<file path="src/rtl/sdw_pkg.sv">
package sdw_pkg;
  localparam logic SEL_DATA = 1'b0;
  localparam logic SEL_DIV  = 1'b1;

  typedef enum logic [1:0] {
    ST_IDLE = 2'd0,
    ST_XFER = 2'd1,
    ST_GAP  = 2'd2
  } sdw_state_t;
endpackage

</file>
<file path="src/rtl/sdw_regs.sv">
module sdw_regs
  import sdw_pkg::*;
#(
  parameter int DATA_W = 32,
  parameter int DIV_W  = 8
) (
  input  logic              clk,
  input  logic              rst,
  input  logic              wr_en,
  input  logic              rd_en,
  input  logic              reg_sel,
  input  logic [DIV_W-1:0]  wdiv,
  input  logic              busy,
  output logic [DIV_W-1:0]  div_q,
  output logic [DATA_W-1:0] rdata,
  output logic              start
);
  assign start = wr_en && (reg_sel == SEL_DATA) && !busy;

  always_ff @(posedge clk) begin
    if (rst) begin
      div_q <= '0;
      rdata <= '0;
    end else begin
      if (wr_en && (reg_sel == SEL_DIV))
        div_q <= wdiv;
      if (rd_en)
        rdata <= (reg_sel == SEL_DIV) ? DATA_W'(div_q) : DATA_W'(busy);
    end
  end
endmodule

</file>
<file path="src/rtl/sdw_halftick.sv">
module sdw_halftick #(
  parameter int DIV_W = 8
) (
  input  logic             clk,
  input  logic             rst,
  input  logic             run,
  input  logic [DIV_W-1:0] div,
  output logic             tick
);
  logic [DIV_W-1:0] hcnt;

  assign tick = run && (hcnt == div);

  always_ff @(posedge clk) begin
    if (rst || !run || tick)
      hcnt <= '0;
    else
      hcnt <= hcnt + 1'b1;
  end
endmodule

</file>
<file path="src/rtl/sdw_shifter.sv">
module sdw_shifter
  import sdw_pkg::*;
#(
  parameter int DATA_W     = 32,
  parameter int DIV_W      = 8,
  parameter int GAP_CYCLES = 4
) (
  input  logic              clk,
  input  logic              rst,
  input  logic              start,
  input  logic [DATA_W-1:0] word,
  input  logic [DIV_W-1:0]  div,
  input  logic              tick,
  output logic [DIV_W-1:0]  div_lat,
  output logic              run,
  output logic              busy,
  output logic              sync_n,
  output logic              sclk,
  output logic              din
);
  localparam int FCNT_W = $clog2(DATA_W + 1);
  localparam int GCNT_W = $clog2(GAP_CYCLES) + 1;

  sdw_state_t        state;
  logic [DATA_W-1:0] shreg;
  logic [FCNT_W-1:0] fcnt;
  logic [GCNT_W-1:0] gcnt;

  assign run  = (state == ST_XFER);
  assign busy = (state != ST_IDLE);

  always_ff @(posedge clk) begin
    if (rst) begin
      state   <= ST_IDLE;
      shreg   <= '0;
      fcnt    <= '0;
      gcnt    <= '0;
      div_lat <= '0;
      sync_n  <= 1'b1;
      sclk    <= 1'b1;
      din     <= 1'b0;
    end else begin
      case (state)
        ST_IDLE: begin
          if (start) begin
            state   <= ST_XFER;
            shreg   <= word;
            din     <= word[DATA_W-1];
            div_lat <= div;
            fcnt    <= '0;
            sync_n  <= 1'b0;
            sclk    <= 1'b1;
          end
        end
        ST_XFER: begin
          if (tick) begin
            if (sclk) begin
              sclk <= 1'b0;
              fcnt <= fcnt + 1'b1;
            end else if (fcnt == FCNT_W'(DATA_W)) begin
              sclk   <= 1'b1;
              sync_n <= 1'b1;
              din    <= 1'b0;
              gcnt   <= '0;
              state  <= ST_GAP;
            end else begin
              sclk  <= 1'b1;
              shreg <= {shreg[DATA_W-2:0], 1'b0};
              din   <= shreg[DATA_W-2];
            end
          end
        end
        ST_GAP: begin
          if (gcnt == GCNT_W'(GAP_CYCLES - 1))
            state <= ST_IDLE;
          else
            gcnt <= gcnt + 1'b1;
        end
        default: state <= ST_IDLE;
      endcase
    end
  end
endmodule

</file>
<file path="src/rtl/sdw_writer.sv">
module sdw_writer
  import sdw_pkg::*;
#(
  parameter int DATA_W     = 32,
  parameter int DIV_W      = 8,
  parameter int GAP_CYCLES = 4
) (
  input  logic              clk,
  input  logic              rst,
  input  logic              wr_en,
  input  logic              rd_en,
  input  logic              reg_sel,
  input  logic [DATA_W-1:0] wdata,
  output logic [DATA_W-1:0] rdata,
  output logic              dac_sync_n,
  output logic              dac_sclk,
  output logic              dac_din
);
  logic             busy;
  logic             start;
  logic             run;
  logic             tick;
  logic [DIV_W-1:0] div_q;
  logic [DIV_W-1:0] div_lat;

  sdw_regs #(.DATA_W(DATA_W), .DIV_W(DIV_W)) i_regs (
    .clk(clk), .rst(rst), .wr_en(wr_en), .rd_en(rd_en), .reg_sel(reg_sel),
    .wdiv(wdata[DIV_W-1:0]), .busy(busy), .div_q(div_q), .rdata(rdata),
    .start(start)
  );

  sdw_halftick #(.DIV_W(DIV_W)) i_tick (
    .clk(clk), .rst(rst), .run(run), .div(div_lat), .tick(tick)
  );

  sdw_shifter #(.DATA_W(DATA_W), .DIV_W(DIV_W), .GAP_CYCLES(GAP_CYCLES)) i_shift (
    .clk(clk), .rst(rst), .start(start), .word(wdata), .div(div_q),
    .tick(tick), .div_lat(div_lat), .run(run), .busy(busy),
    .sync_n(dac_sync_n), .sclk(dac_sclk), .din(dac_din)
  );
endmodule

</file>
<file path="config.mk">
export PLATFORM = sky130hd
export DESIGN_NAME = sdw_writer
export DESIGN_NICKNAME = d
export VERILOG_FILES = /design/src/rtl/sdw_pkg.sv /design/src/rtl/sdw_regs.sv /design/src/rtl/sdw_halftick.sv /design/src/rtl/sdw_shifter.sv /design/src/rtl/sdw_writer.sv
export SDC_FILE = /design/constraint.sdc
export NUM_CORES = 1
export LEC_CHECK = 0
export ABC_AREA = 1
export BUFFER_PORTS_ARGS = -buffer_cell sky130_fd_sc_hd__clkbuf_2
export CAP_MARGIN = 20
export CELL_PAD_IN_SITES_DETAIL_PLACEMENT = 1
export CELL_PAD_IN_SITES_GLOBAL_PLACEMENT = 2
export CORE_UTILIZATION = 28
export DETAILED_ROUTE_END_ITERATION = 10
export PLACE_DENSITY = 0.86
export SLEW_MARGIN = 20
export SYNTH_ARGS = -nofsm -noshare
export SYNTH_HDL_FRONTEND = slang
export SYNTH_HIERARCHICAL = 1
export SYNTH_SLANG_ARGS = --single-unit
</file>
<file path="constraint.sdc">
create_clock -name clk -period 2 [get_ports clk]
set_input_delay 0.6 -clock clk [delete_from_list [all_inputs] [get_ports clk]]
set_output_delay 0.6 -clock clk [all_outputs]
set_load 0.02 [all_outputs]
</file>
==> flow_metrics.py <==
metrics = {
    "setup_path": {
        "critPathKind": "reg2reg",
        "path_delay_family": "simple AND/OR/NAND/NOR gates",
        "worstPathBufferInverterCount": 3,
        "crit_arrival_ns": 2.09,
        "cp-end-kind": "flop",
        "critPathMaxStageDelay_ns": 0.38,
        "critPathMaxFanout": 8,
        "path_cells": "inv_1 -> nand2_1 -> nand2_1 -> nor2_1 -> nand2_1 -> nor3_1 -> buf_4 -> nand3b_2 -> nand2_4 -> buf_4 -> nand3_1 -> a21oi_1",
        "crit_path_start_kind": "flop",
        "crit_path_start": "i_tick/hcnt[5]",
        "required_ns": 2.26,
        "cp_slowest_cell": "dfxtp_1",
        "cp_common_cell": "nand2_1",
        "r2r_start": "i_tick/hcnt[5]",
    },
    "placed_design": {
        "placed_cells": 785,
        "dp_hpwl_microns": 7270,
        "globalplace.congestion": 0.745,
        "dpl_worst_slack_ns": 0.0683,
        "post_dp_cell_area_sq_um": 4240,
        "io_buffers": 47,
    },
    "finish": {
        "final_common_cell": "nand2_1",
        "final_cell_mix": "187 x nand2_1, 76 x dfxtp_1, 54 x a21oi_1",
        "final_nets": 658,
        "fin_cells": 800,
        "diodes": 0,
        "final_cell_area_sq_um": 4540,
        "layout-drive-gt1-share_pct": 15.8,
        "fin_util_pct": 32.8,
        "syn_to_final_growth_pct": 14.4,
    },
    "hold_path": {
        "hold_path.class": "reg2reg",
        "hold_start": "i_shift/shreg[17]",
    },
    "clock_network": {
        "clock_tree.root_cell": "clkbuf_16",
        "post_cts_buffers": 0,
        "path_clk_slew_ns": 0.06,
        "hold_buffers": 0,
        "cts_buffer_depth": 2,
        "cts_tree": "yes",
        "h-tree-depth": 3,
        "cts_made_buffers": 9,
        "cts_sinks": 77,
        "insertion_delay_ns": 0.34,
    },
    "logic_synthesis": {
        "synth_cell_types": 30,
        "ys_warn_count": 6,
        "ys_seq_elements": 77,
        "syn_area_per_cell_sq_um": 6.94,
        "ys_seq_area_share_pct": 38.9,
        "syn-instance-count": 572,
        "syn_area_sq_um": 3970,
    },
    "route": {
        "drc": 0,
        "wl_microns": 10100,
        "drt-vias-per-instance": 4.55,
        "routedWlPerCell_microns": 12.6,
        "ant_nets": 0,
        "first_pass_iters": 4,
        "drt_iter0_drc": 122,
        "via_count": 3643,
    },
    "sta": {
        "fin_crit_sh_pct": 91.2,
        "final-setup-viol-count": 0,
        "max_freq_mhz": 548,
        "period_needed_ns": 1.82,
        "hold_viol": 0,
        "relSlewSlack_pct": 64.0,
        "fin_skew_ns": 0.00669,
        "max_slew.worst_pin.slew_ns": 0.539,
        "fin_ws_ns": 0.176,
        "rsz0062_at_grt": "true",
        "tns_ns": 0,
        "maxSlewViolCount": 0,
        "hold_ws_ns": 0.460,
    },
    "global_route": {
        "grt_overflow": 0,
        "grt_pass1_wl_microns": 17200,
        "use_met2_pct": 25.4,
        "use_met3_pct": 1.88,
        "grt_max_degree": 33,
        "grt_use_met1_pct": 18.0,
        "grt_pass1_vias": 3613,
        "antenna_found_initial": 0,
        "grt-busiest-layer": "met2",
        "grt_usage_pct": 14.8,
    },
    "pwr": {
        "power_density_nw_per_um2": 841,
        "p_leak_nw": 1.98,
        "finalPower_mw": 3.82,
        "ir_drop_mv": 0.312,
    },
    "outcome": {
        "status": "completed",
    },
    "floorplan": {
        "coreArea_sq_um": 13800,
        "die_x_microns": 121,
        "initial_utilization_pct": 28.7,
        "placement_rows": 43,
        "ios": 72,
        "dieArea_sq_um": 14600,
        "die_h_microns": 121,
    },
    "job": {
        "maxCapViolations": 0,
    },
}
==> cells in the mapped netlist (all sizes together) <==
cell | n | share of area [%]
nand2 | 194 | 19
dfxtp | 77 | 39
a21oi | 57 | 7.5
nand3 | 57 | 7.7
nor2 | 50 | 5.0
buf | 45 | 9.4
inv | 41 | 3.9
o21ai | 20 | 2.5
clkbuf | 6 | 0.57
xor2 | 6 | 1.3
ha | 5 | 1.6
nand4 | 4 | 0.63
nor3 | 3 | 0.38
xnor2 | 2 | 0.44
a211oi | 1 | 0.19
conb | 1 | 0.095
nand3b | 1 | 0.28
o211ai | 1 | 0.19
or2 | 1 | 0.16
==> state kept, by name (all words and copies together) (netlist names) <==
register and flops:
i_regs/rdata 8, i_shift/gcnt 3, i_shift/shreg 31, i_shift/fcnt 6, i_shift/sclk 1, i_tick/hcnt 8
i_shift/div_lat 8, i_regs/div_q 8, i_shift/din 1, i_shift/state 2, i_shift/sync_n 1
==> cell families after synthesis <==
group,Yosys count,synth area share (%)
DFF,77,38.9
AOI/OAI and AO/OA,79,10.4
other,1,0.0945
xor gates and xnor gates,8,1.77
buffers and inverters,92,13.8
adders and majority gates,5,1.58
and+or+nand+nor,310,33.5
==> what timing repair did <==
item | CTS | global route
endpoints found under the setup margin | 0 | 32
hold endpoints to repair | 0 | 0
resized for setup | 0 | 5
==> per-layer routing <==
layer	vias up	wire [microns]	share of wire (%)
met5	-	0	0
met4	0	172	1.7
met3	10	222	2.2
met2	42	4860	48
met1	1735	4840	48
li1	1856	-	-
==> cell type report <==
cell class	instances	area [sq um]
clock buffer	14	274
clock inverter	1	5.00
fill	1743	9290
inverter	41	154
multi-input combinational	426	1980
sequential	77	1540
tap	180	225
timing repair buffer	61	360
==> final timing paths <==
kind | endpoint | slack (ns) | depth (start not counted)
hold / removal | i_shift/shreg[17] | 0.46 | 2
setup reg to reg | i_shift/shreg[6] | 0.18 | 12
hold reg to reg | i_shift/shreg[17] | 0.46 | 2
setup / recovery | i_shift/shreg[6] | 0.18 | 12
==> power by group <==
part           leakage, nW  switching, mW  total, mW  internal, mW
combinational         1.22          0.410      0.615         0.205
sequential           0.627         0.0486       1.66          1.61
clock                0.139          0.612       1.55         0.934
total                 1.98           1.07       3.82          2.75
==> worst min-delay path, stage by stage, from the launching register on <==
cell     delay [ns]
dfxtp_1        0.31
nand2_1        0.06
a21oi_1        0.05
No activity file was read; power rests on OpenSTA's default activity.
